[config.mk]
export PLATFORM = sky130hd
export DESIGN_NAME = rmii_rx_path
export DESIGN_NICKNAME = d
export VERILOG_FILES = /design/src/rtl/rmii_rx_pkg.sv /design/src/rtl/rmii_rx_fifo.sv /design/src/rtl/rmii_rx_ctrl.sv /design/src/rtl/rmii_rx_pinmux.sv /design/src/rtl/rmii_rx_path.sv
export SDC_FILE = /design/constraint.sdc
export NUM_CORES = 1
export LEC_CHECK = 0
export BUFFER_PORTS_ARGS = -buffer_cell sky130_fd_sc_hd__buf_2
export CORE_AREA = 8 8 112 114
export DETAILED_ROUTE_END_ITERATION = 8
export DIE_AREA = 0 0 120 122
export SLEW_MARGIN = 20
export SYNTH_ARGS = -nofsm -noshare
export SYNTH_HDL_FRONTEND = slang
export SYNTH_HIERARCHICAL = 1
export SYNTH_SLANG_ARGS = --single-unit
[constraint.sdc]
create_clock -name clk -period 3.3 [get_ports clk]
set_clock_uncertainty 0.15 [all_clocks]
set_input_delay 0.33 -clock clk [delete_from_list [all_inputs] [get_ports clk]]
set_output_delay 0.33 -clock clk [all_outputs]
set_load 0.02 [all_outputs]
[src/rtl/rmii_rx_pkg.sv]
package rmii_rx_pkg;

    typedef enum logic [2:0] {
        ST_IDLE,
        ST_FILL,
        ST_STREAM,
        ST_DRAIN,
        ST_FALSE
    } rx_state_e;

    localparam logic [1:0] DIBIT_QUIET = 2'b00;
    localparam logic [1:0] DIBIT_BADSSD = 2'b10;

    typedef struct packed {
        logic       crs_dv;
        logic [1:0] rxd;
    } rmii_pins_t;

    function automatic logic [1:0] nib_dibit(input logic [3:0] nib, input logic upper);
        return upper ? nib[3:2] : nib[1:0];
    endfunction

endpackage

[src/rtl/rmii_rx_fifo.sv]
module rmii_rx_fifo #(
    parameter int DEPTH = 16,
    parameter int WIDTH = 4,
    parameter int CW    = $clog2(DEPTH + 1)
) (
    input  logic             clk,
    input  logic             rst,
    input  logic             flush,
    input  logic             wr_en,
    input  logic [WIDTH-1:0] wr_data,
    input  logic             rd_en,
    output logic [WIDTH-1:0] rd_data,
    output logic [CW-1:0]    count
);
    localparam int AW = (DEPTH > 1) ? $clog2(DEPTH) : 1;
    localparam logic [AW-1:0] LAST = AW'(DEPTH - 1);
    localparam logic [CW-1:0] FULL = CW'(DEPTH);

    logic [WIDTH-1:0] mem [DEPTH];
    logic [AW-1:0]    wr_ptr, rd_ptr;
    logic             wr_ok, rd_ok;

    assign wr_ok   = wr_en && (count != FULL);
    assign rd_ok   = rd_en && (count != '0);
    assign rd_data = mem[rd_ptr];

    always_ff @(posedge clk) begin
        if (wr_ok) mem[wr_ptr] <= wr_data;
    end

    always_ff @(posedge clk) begin
        if (rst || flush) begin
            wr_ptr <= '0;
            rd_ptr <= '0;
            count  <= '0;
        end else begin
            if (wr_ok) wr_ptr <= (wr_ptr == LAST) ? '0 : wr_ptr + 1'b1;
            if (rd_ok) rd_ptr <= (rd_ptr == LAST) ? '0 : rd_ptr + 1'b1;
            count <= count + CW'(wr_ok) - CW'(rd_ok);
        end
    end
endmodule

[src/rtl/rmii_rx_ctrl.sv]
module rmii_rx_ctrl
    import rmii_rx_pkg::*;
#(
    parameter int DEPTH = 16,
    parameter int CW    = $clog2(DEPTH + 1)
) (
    input  logic            clk,
    input  logic            rst,
    input  logic            carrier,
    input  logic            false_carrier,
    input  logic            nib_valid,
    input  logic [CW-1:0]   fifo_count,
    output logic            push,
    output logic            pop,
    output logic            flush,
    output rx_state_e       state,
    output logic            phase
);
    localparam logic [CW-1:0] HALF_C = CW'(DEPTH / 2);
    localparam logic [CW-1:0] FULL_C = CW'(DEPTH);

    rx_state_e     state_n;
    logic          phase_n;
    logic          moving, moving_n;
    logic [CW-1:0] cnt_after;

    assign moving    = (state == ST_STREAM) || (state == ST_DRAIN);
    assign moving_n  = (state_n == ST_STREAM) || (state_n == ST_DRAIN);
    assign push      = nib_valid && (fifo_count != FULL_C);
    assign pop       = moving && phase;
    assign flush     = (state == ST_FALSE);
    assign cnt_after = fifo_count + CW'(push) - CW'(pop);

    always_comb begin
        state_n = state;
        unique case (state)
            ST_IDLE: begin
                if (carrier) state_n = false_carrier ? ST_FALSE : ST_FILL;
            end
            ST_FILL: begin
                if (carrier && false_carrier)  state_n = ST_FALSE;
                else if (!carrier)             state_n = (cnt_after != '0) ? ST_DRAIN : ST_IDLE;
                else if (fifo_count >= HALF_C) state_n = ST_STREAM;
            end
            ST_STREAM: begin
                if (phase) begin
                    if (cnt_after == '0) state_n = carrier ? ST_FILL : ST_IDLE;
                    else if (!carrier)   state_n = ST_DRAIN;
                end
            end
            ST_DRAIN: begin
                if (phase && cnt_after == '0) state_n = ST_IDLE;
            end
            ST_FALSE: begin
                if (!carrier) state_n = ST_IDLE;
            end
            default: state_n = ST_IDLE;
        endcase
    end

    assign phase_n = (moving && moving_n) ? ~phase : 1'b0;

    always_ff @(posedge clk) begin
        if (rst) begin
            state <= ST_IDLE;
            phase <= 1'b0;
        end else begin
            state <= state_n;
            phase <= phase_n;
        end
    end
endmodule

[src/rtl/rmii_rx_pinmux.sv]
module rmii_rx_pinmux
    import rmii_rx_pkg::*;
(
    input  rx_state_e  state,
    input  logic       phase,
    input  logic [3:0] head,
    output rmii_pins_t pins
);
    always_comb begin
        pins = '{crs_dv: 1'b0, rxd: DIBIT_QUIET};
        unique case (state)
            ST_IDLE:   pins = '{crs_dv: 1'b0,  rxd: DIBIT_QUIET};
            ST_FILL:   pins = '{crs_dv: 1'b1,  rxd: DIBIT_QUIET};
            ST_STREAM: pins = '{crs_dv: 1'b1,  rxd: nib_dibit(head, phase)};
            ST_DRAIN:  pins = '{crs_dv: phase, rxd: nib_dibit(head, phase)};
            ST_FALSE:  pins = '{crs_dv: 1'b1,  rxd: DIBIT_BADSSD};
            default:   pins = '{crs_dv: 1'b0,  rxd: DIBIT_QUIET};
        endcase
    end
endmodule

[src/rtl/rmii_rx_path.sv]
module rmii_rx_path
    import rmii_rx_pkg::*;
#(
    parameter int DEPTH = 16
) (
    input  logic       clk,
    input  logic       rst,
    input  logic       nib_valid,
    input  logic [3:0] nib_data,
    input  logic       carrier_in,
    input  logic       false_carrier_in,
    output logic       crs_dv,
    output logic [1:0] rxd
);
    localparam int CW = $clog2(DEPTH + 1);

    rx_state_e     state_w;
    logic          phase_w;
    logic          push_w, pop_w, flush_w;
    logic [CW-1:0] fifo_cnt;
    logic [3:0]    fifo_head;
    rmii_pins_t    pins_w;

    rmii_rx_fifo #(.DEPTH(DEPTH), .WIDTH(4), .CW(CW)) fifo_i (
        .clk     (clk),
        .rst     (rst),
        .flush   (flush_w),
        .wr_en   (push_w),
        .wr_data (nib_data),
        .rd_en   (pop_w),
        .rd_data (fifo_head),
        .count   (fifo_cnt)
    );

    rmii_rx_ctrl #(.DEPTH(DEPTH), .CW(CW)) ctrl_i (
        .clk           (clk),
        .rst           (rst),
        .carrier       (carrier_in),
        .false_carrier (false_carrier_in),
        .nib_valid     (nib_valid),
        .fifo_count    (fifo_cnt),
        .push          (push_w),
        .pop           (pop_w),
        .flush         (flush_w),
        .state         (state_w),
        .phase         (phase_w)
    );

    rmii_rx_pinmux mux_i (
        .state (state_w),
        .phase (phase_w),
        .head  (fifo_head),
        .pins  (pins_w)
    );

    assign crs_dv = pins_w.crs_dv;
    assign rxd    = pins_w.rxd;
endmodule

; Yosys cells after proc, flatten, opt, wreduce, memory -nomap -nowiden
; Memories as Yosys holds them, arrays and structs flattened. A register that Yosys moved wholly into a read port is not among the register bits.
; Index checks and enable logic that the tools add are counted.
[word_totals]
reg_bits = 17
ramBits = 64
inputBits = 9
out_inout_bits = 3
elab_cells = 60
n_memories = 1
[op_classes]
add_sub_neg = 6
order_cmp = 1
n_eq_ne = 9
mux = 21
bitwise_logic = 2
reduce_logical = 15
[mem_list]
columns = memory, words, width, rd, rd_ports_with_merged_regs, wr, line_no
row1 = fifo_i.mem, 16, 4, 1, 1, 1, rmii_rx_fifo.sv:19  ; logic [WIDTH-1:0] mem [DEPTH];
[op_table]
columns = operator, count
row1 = 2-to-1 mux 3 bit, 10
row2 = 2-to-1 mux 4 bit, 4
row3 = case mux 3 bit (5 select lines), 1
row4 = equality test 3 x 2 -> 1 bit (second input constant), 4
row5 = case mux 3 bit (4 select lines), 1
row6 = adder 5 x 1 -> 5 bit, 2
row7 = nonzero test 5 bit, 2
row8 = subtractor 5 x 1 -> 5 bit, 2
row9 = adder 4 x 1 -> 4 bit (second input constant), 2
row10 = equality test 4 bit (second input constant), 2
row11 = logical AND 1 bit, 7
row12 = >= comparator 5 x 4 -> 1 bit (second input constant), 1
row13 = zero test 5 bit, 1
row14 = != test 5 bit (second input constant), 1
row15 = 2-to-1 mux 2 bit, 2
row16 = equality test 3 x 1 -> 1 bit (second input constant), 1
row17 = equality test 3 bit (second input constant), 1
row18 = zero test 3 bit, 1
row19 = logical OR 1 bit, 3
row20 = 2-to-1 mux 1 bit, 3
row21 = inverter 1 bit, 2
row22 = OR reduction 2 bit, 1

; Longest topological paths before layout
; Gate-level depths: netlist of the first run.
[logic_depth]
ltp_word = 14
depth_mapped = 16
ltp_nobuf = 15

; Modules after synthesis
; Netlist of the first run, hierarchy kept.
[modules_own_cells]
columns = module, instances, cells_per_inst, area_per_inst_um2, seq_area_each_um2
row1 = rmii_rx_fifo, 1, 220, 3437.0, 2262.2
row2 = rmii_rx_ctrl, 1, 58, 483.0, 80.1
row3 = rmii_rx_pinmux, 1, 11, 68.8, 0.0

; Least setup slack after synthesis of the first run
; Ideal clock, no wire load.
[synth_path]
path_type = register -> register
start = register fifo_i.count[1]
end = register ctrl_i.state[0]
setup_ns = 0.095
t_arrival_ns = 2.584
required_ns = 3.055
path_slack_ns = 0.470
path_stages_with_launch = 13
path_buffers = 0
synth_period_minus_slack_ns = 2.830
cell_sequence = dfxtp_1 > inv_1 > nand4b_1 > nand2_1 > ha_1 > inv_1 > ha_1 > fa_1 > nor3b_1 > o2111ai_1 > a22oi_2 > a211oi_1 > a221oi_1
[synth_via]
elab_chain_cells = 9
elab_cells_between_ends = 16
cone_classes = add/sub: 2 / order compare: 1 / eq/ne: 1 / mux: 8 / reduce/logical: 4
[synth_rtl]
columns = element, line_no
row1 = "start, declared", rmii_rx_fifo.sv:13  ; output logic [CW-1:0] count
row2 = "start signal, assigned", rmii_rx_fifo.sv:39  ; count <= count + CW'(wr_ok) - CW'(rd_ok);
row3 = != test 5 bit, rmii_rx_ctrl.sv:29  ; assign push = nib_valid && (fifo_count != FULL_C);
row4 = logical AND 1 bit, rmii_rx_ctrl.sv:29
row5 = adder 5 x 1 -> 5 bit, rmii_rx_ctrl.sv:32  ; assign cnt_after = fifo_count + CW'(push) - CW'(pop);
row6 = subtractor 5 x 1 -> 5 bit, rmii_rx_ctrl.sv:32
row7 = nonzero test 5 bit, rmii_rx_ctrl.sv:42  ; else if (!carrier) state_n = (cnt_after != '0) ? ST_DRAIN : ST_IDLE;
row8 = 2-to-1 mux 2 bit, rmii_rx_ctrl.sv:42
row9 = 2-to-1 mux 3 bit, rmii_rx_ctrl.sv:42
row10 = 2-to-1 mux 3 bit, rmii_rx_ctrl.sv:41  ; if (carrier && false_carrier) state_n = ST_FALSE;
row11 = case mux 3 bit (5 select lines) (*), rmii_rx_ctrl.sv:36  ; unique case (state)
row12 = "end signal, assigned", rmii_rx_ctrl.sv:68  ; state <= state_n;
row13 = "end, declared", rmii_rx_ctrl.sv:16  ; output rx_state_e state,
; Every way passes the cells marked *; elsewhere a longest branch is shown, timed or not.
; A chain may end at the register's enable or synchronous reset.

; Worst setup path after layout of the first run
[layout_path]
start = register ctrl_i.phase
end = register ctrl_i.state[0]
[layout_via]
elab_chain_cells = 7
elab_cells_between_ends = 12
cone_classes = add/sub: 1 / mux: 7 / reduce/logical: 4
[layout_rtl]
columns = element, line_no
row1 = "start, declared", rmii_rx_ctrl.sv:17  ; output logic phase
row2 = "start signal, assigned", rmii_rx_ctrl.sv:69  ; phase <= phase_n;
row3 = logical AND 1 bit (*), rmii_rx_ctrl.sv:30  ; assign pop = moving && phase;
row4 = via pop_w, rmii_rx_path.sv:19  ; logic push_w, pop_w, flush_w;
row5 = subtractor 5 x 1 -> 5 bit (*), rmii_rx_ctrl.sv:32
row6 = nonzero test 5 bit, rmii_rx_ctrl.sv:42
row7 = 2-to-1 mux 2 bit, rmii_rx_ctrl.sv:42
row8 = 2-to-1 mux 3 bit, rmii_rx_ctrl.sv:42
row9 = 2-to-1 mux 3 bit, rmii_rx_ctrl.sv:41
row10 = case mux 3 bit (5 select lines) (*), rmii_rx_ctrl.sv:36
; Mark *: on every way through the listed nets, which the timed path passes. The rest lies on a longest branch.

==> metrics.yaml, run 1 <==
layout:
  drive_gt1_share_pct: 14.1
  antenna_cells: 0
  final_cells: 453
  nets: 336
  syn2layout_area_growth_pct: 10.0
  n_fill_cell: 998
global_route:
  grt_pass1_wl_um: 12300
  grt_start_max_net_pins: 17
  grt_pass1_vias: 2430
  grt_use_total_pct: 10.9
  antenna_found_initial: 0
  grt_overflow_total: 0
die:
  core_area_mm2: 0.0107
  die_area_mm2: 0.0146
  num_rows: 38
  start_util_pct: 37.3
  dieHeight_um: 122
  die_w_um: 120
  io_pins: 12
worst_setup_path:
  endpoint_kind: "flop"
  critPathMaxFanout: 8
  rr_worst_depth: 10
  worstPathRequired_ps: 3410
  r2r_slack_ps: 250
  reg2reg_from: "ctrl_i/phase"
  worstSetupPathType: "reg -> reg"
  startpoint: "ctrl_i/phase"
  cp_data_arrival_time_ps: 3160
  startpoint_type: "flop"
outcome:
  status: "finished, final reports clean"
sta:
  fmax_mhz: 328
  finalMaxSlewViolations: 0
  grt_setup_unrepaired: "no"
  relSlewSlack_pct: 53.0
  period_needed_ps: 3050
  worstMarginPinSlew_ps: 700
  finalHoldViolCount: 0
  tns_ps: 0
  post-route-period-util_pct: 92.5
  setup-violations-final: 0
clock_tree:
  path_clk_slew_ps: 80
  cts_setup_buffers: 0
  cts_buffer_depth: 2
  htree_levels: 3
  cts_tree: "yes"
  cts_root_buf: "clkbuf_8"
  cts_num_sinks: 85
  cts_buffers: 9
  clock_latency_ps: 350
placed_design:
  place_inst: 437
  io_buffers: 11
  globalplace.congestion: 0.745
  dp.final_hpwl_um: 5330
routing:
  dr.first_iter.drc_count: 130
  ant_nets: 0
  drc_errors: 0
  viasPerCell: 5.14
  wire_per_inst_um: 16.7
  drt_first_pass_iters: 4
  num_vias: 2327
  wl_um: 7580
logic_synthesis:
  synth_nets: 317
  yosysSeqAreaShare_pct: 58.7
  ys_ff_latch: 85
  syn_area_mm2: 0.00399
  synth_cell_types: 48
  synth-edff-count: 64
  syn_inst: 289
  synthArstFlopShare_pct: 0
  yosys_warnings: 6
  synth_ff_type: "edfxtp_1"
  avgSynthCellArea_um2: 13.8
power:
  p_int_uw: 1830
  p_comb_share_pct: 27.9
  power_frac_seq_pct: 47.7
  power_density_mw_per_mm2: 611
  vdd_drop_max_v: 0.000198
  p_sw_share_pct: 31.8
  clkPwrFrac_pct: 24.4
  p_leak_uw: 0.00150
  switchingPower_uw: 852
hold_path:
  hold_depth: 2
  hold_path_startpoint: "rst"
  hold_class: "in -> reg"
flow_run:
  drv_cap: 0
critical path, stage by stage, from the launching register on:
cell	delay (ps)
dfxtp_1	510
and3b_1	340
ha_1	270
inv_1	50
ha_1	170
fa_1	460
nor3_2	220
o311ai_2	140
a22oi_2	250
a211oi_1	110
a221oi_1	290
registers in the layout (all words and copies together), names as in the netlist, named ones only:
signal and cells:
ctrl_i/phase 1, fifo_i/rd_ptr 4, ctrl_i/state 3, fifo_i/mem 64, fifo_i/wr_ptr 4, fifo_i/count 5
repair_timing:
action / in CTS / in global routing
endpoints found under the setup margin: 0 / 1
resized for setup: 0 / 3
hold buffers: 0 / 0
Yosys cell counts (5+ instances only):
library cell,number,area (um2)
nor2b_1,6,37.5
ha_1,17,213
nand2b_1,7,43.8
inv_1,17,63.8
edfxtp_1,64,1920
nor3_1,12,60.1
nand2_1,19,71.3
mux4_1,14,368
dfxtp_1,21,420
a21oi_1,8,40.0
clkbuf_1,5,18.8
nand3_1,11,55.1
nor2_1,26,97.6
o21ai_0,5,25.0
per-stage QoR:
| step | hold WS, ps | total power (uW) | cell area (um2) | setup WS (ps) | util [%] |
|---|---|---|---|---|---|
| final | 89.0 | 2680 | 4390 | 249 | 41.0 |
| after global routing | 73.7 | 2830 | 4390 | 13.7 | 41.0 |
| after CTS | 63.8 | 2690 | 4380 | 189 | 40.9 |
| after detailed placement | 363 | 2030 | 4200 | 192 | 39.3 |
| after global placement | 350 | 2000 | 4200 | 364 | 39.3 |
| after floorplan | 256 | 1850 | 3990 | 470 | - |
routing by layer:
layer,track usage (%),up-vias,part of all wire [%]
met5,0,-,0
met4,6.71,0,2.5
met3,1.48,13,2.2
met2,18.3,33,50
met1,13.2,1145,45
li1,-,1136,-
area by class of cell:
cell class	instances	area, um2	share of cell area, %
multi-input combinational	178	1530	34.9
timing repair buffer	17	100	2.28
clock buffer	9	124	2.82
inverter	17	63.8	1.45
tap	140	175	3.99
sequential	85	2340	53.4
clock inverter	7	50.0	1.14
power groups by stage:
| stage | combinational [uW] | clock (uW) | sequential [uW] |
|---|---|---|---|
| CTS | 735 | 677 | 1280 |
| finish | 747 | 654 | 1280 |
| detailed placement | 731 | 0 | 1300 |
| global placement | 706 | 0 | 1300 |
| floorplan | 551 | 0 | 1300 |
| global route | 831 | 709 | 1290 |
kinds of logic after synthesis:
group           count (synthesis)  share of synthesized area (%)
simple gates                   96                           12.0
flops                          85                           58.7
compound gates                 36                           6.90
buf+inv                        26                           3.11
mux                            21                           11.6
fa+ha+maj                      19                           6.34
xor+xnor                        6                           1.32
layout by cell type, fill, tap and decap left out, types with 3 or more instances in the layout:
| master | n |
|---|---|
| buf_2 | 11 |
| buf_4 | 6 |
| inv_1 | 17 |
| a211oi_1 | 3 |
| nor3_1 | 11 |
| ha_1 | 17 |
| xor2_1 | 3 |
| a21oi_1 | 8 |
| nor2_1 | 26 |
| mux4_1 | 14 |
| nor2b_1 | 6 |
| clkbuf_8 | 9 |
| nand3_1 | 11 |
| o21ai_0 | 5 |
| dfxtp_1 | 20 |
| nand2b_1 | 7 |
| xnor2_1 | 3 |
| edfxtp_1 | 64 |
| a22oi_1 | 4 |
| nand2_1 | 19 |
| mux2i_1 | 4 |
path summary, 6_finish.rpt:
path	end
min	ctrl_i/state[1]
max reg2reg	ctrl_i/state[0]
min reg2reg	fifo_i/rd_ptr[1]
max	ctrl_i/state[0]
Note: power is estimated with default switching activity, not from simulation.
==> run 2: changes to the inputs <==
--- a/config.mk
+++ b/config.mk
@@ -5,7 +5,7 @@
 export SDC_FILE = /design/constraint.sdc
 export NUM_CORES = 1
 export LEC_CHECK = 0
-export BUFFER_PORTS_ARGS = -buffer_cell sky130_fd_sc_hd__buf_2
+export BUFFER_PORTS_ARGS = -buffer_cell sky130_fd_sc_hd__buf_4
 export CORE_AREA = 8 8 112 114
 export DETAILED_ROUTE_END_ITERATION = 8
 export DIE_AREA = 0 0 120 122
==> metrics.yaml, run 2 (synthesis results as in run 1) <==
outcome:
  status: "finished, final reports clean"
layout:
  antenna_cells: 0  # unchanged
  stdcell_area_mm2: 0.00445  # +1.4%
  final_cell_mix: "64 x edfxtp_1, 26 x nor2_1, 21 x dfxtp_1"
  syn2layout_area_growth_pct: 11.5
  ff_latch_area_mm2: 0.00234  # about the same
  top_register: "fifo_i/mem"
  largest_reg_flops: 64  # unchanged
  n_fill_cell: 1005  # +0.70%
  reg.largest.list: "fifo_i/mem (64), fifo_i/count (5)"
  nets: 335  # -0.30%
  final_common_cell: "edfxtp_1"
  multiInputGateArea_mm2: 0.00154  # +0.16%
  drive_gt1_share_pct: 13.5  # -0.55 points
worst_setup_path:
  slowest_delay_ps: 470  # -40 ps
  r2r_slack_ps: 250  # about the same
  endpoint_kind: "flop"
  crit_top_cell: "ha_1"
  path_cells: "inv_1 -> ha_1 -> nand4b_1 -> nand2_1 -> ha_1 -> inv_1 -> ha_1 -> fa_1 -> nor3b_1 -> o2111ai_1 -> a22oi_2 -> a211oi_1 -> a221oi_1"
  cp_data_arrival_time_ps: 3160  # about the same
  critPathMaxFanout: 4  # -4
  crit_family: "adder cells"
  startpoint_type: "flop"
  worstSetupPathType: "reg -> reg"
  crit_buf_inv: 2  # +1
  crit_slowest_cell: "fa_1"
  worstPathRequired_ps: 3410  # about the same
flow_run:
  drv_cap: 0  # unchanged
power:
  p_leak_uw: 0.00152  # +1.1%
  vdd_drop_max_v: 0.000190  # -4.2%
  p_total_uw: 2820  # +5.3%
  power_density_mw_per_mm2: 634  # +3.9%
clock_tree:
  cts_num_sinks: 85  # unchanged
  cts_setup_buffers: 0  # unchanged
  postCtsResizedCells: 0  # unchanged
  cts_buffers: 9  # unchanged
  cts_root_buf: "clkbuf_8"
  cts_buffer_depth: 2  # unchanged
  path_clk_slew_ps: 80  # about the same
  htree_levels: 3  # unchanged
  postCtsHoldBufs: 0  # unchanged
  clock_latency_ps: 350  # about the same
  cts_tree: "yes"
sta:
  finalHoldViolCount: 0  # unchanged
  fmax_mhz: 328  # about the same
  relSlewSlack_pct: 53.7  # +0.69 points
  post-route-period-util_pct: 92.5  # about the same
  finalMaxSlewViolations: 0  # unchanged
  setup-violations-final: 0  # unchanged
  tns_ps: 0  # unchanged
  worstMarginPinSlew_ps: 690  # -10.3 ps
  period_needed_ps: 3050  # +1.37 ps
  grt_setup_unrepaired: "no"
  hold_ws_ps: 46.8  # -42.2 ps
routing:
  wl_um: 7440  # -1.8%
  viasPerCell: 5.14  # +0.14%
  wire_per_inst_um: 16.5  # -1.4%
  ant_nets: 0  # unchanged
  dr.first_iter.drc_count: 149  # +15%
  num_vias: 2320  # -0.30%
  drt_first_pass_iters: 6  # +2
  drc_errors: 0  # unchanged
global_route:
  grt_pass1_wl_um: 12200  # -1.2%
  grt_start_max_net_pins: 17  # unchanged
  grt_overflow_total: 0  # unchanged
  antenna_found_initial: 0  # unchanged
  grt_pass1_vias: 2359  # -2.9%
  grt_use_total_pct: 10.8  # -0.083 points
hold_path:
  hold_class: "in -> reg"
die:
  die_area_mm2: 0.0146  # unchanged
  dieHeight_um: 122  # unchanged
  num_rows: 38  # unchanged
  io_pins: 12  # unchanged
  start_util_pct: 37.3  # unchanged
  core_area_mm2: 0.0107  # unchanged
  die_w_um: 120  # unchanged
placed_design:
  globalplace.congestion: 0.751  # +0.75%
  dp.final_hpwl_um: 5240  # -1.7%
  io_buffers: 11  # unchanged
  place_area_mm2: 0.00422  # +0.48%
==> run 2: layout make-up <==
type / count / area share [%]
clock buffers: 10 / 2.87
clock inverters: 5 / 1.91
inverters: 17 / 1.43
multi-input cells: 178 / 34.5
flip-flops and latches: 85 / 52.6
well taps: 140 / 3.94
repair buffers: 16 / 2.70
==> run 2: stage by stage <==
stage	setup WS, ps	std cells	util [%]
floorplan	470	289	-
global placement	368	436	39.5
detailed placement	215	436	39.5
CTS	188	451	41.5
global route	13.2	451	41.6
finish	247	451	41.6
==> run 2: power breakdown <==
group / leakage [uW] / switching (uW) / internal (uW)
combinational: 0.000669 / 411 / 346
clock: 0.000103 / 364 / 426
sequential: 0.000748 / 58.0 / 1220
==> run 2: final timing paths <==
path	startpoint	to	cells past startpoint
worst min register to register	fifo_i/rd_ptr[1]	fifo_i/rd_ptr[1]	2
worst max-delay path	fifo_i/count[2]	ctrl_i/state[0]	13
worst max register to register	fifo_i/count[2]	ctrl_i/state[0]	13
worst min-delay path	rst	ctrl_i/state[1]	2
==> run 2: routing by layer <==
layer	part of all wire, %	vias to the layer above	GRT usage (%)	wire (um)
met3	2.6	9	2.55	197
li1	-	1134	-	-
met2	48	30	18.0	3590
met4	1.3	0	4.68	94
met5	0	-	0	0
met1	48	1147	13.3	3560
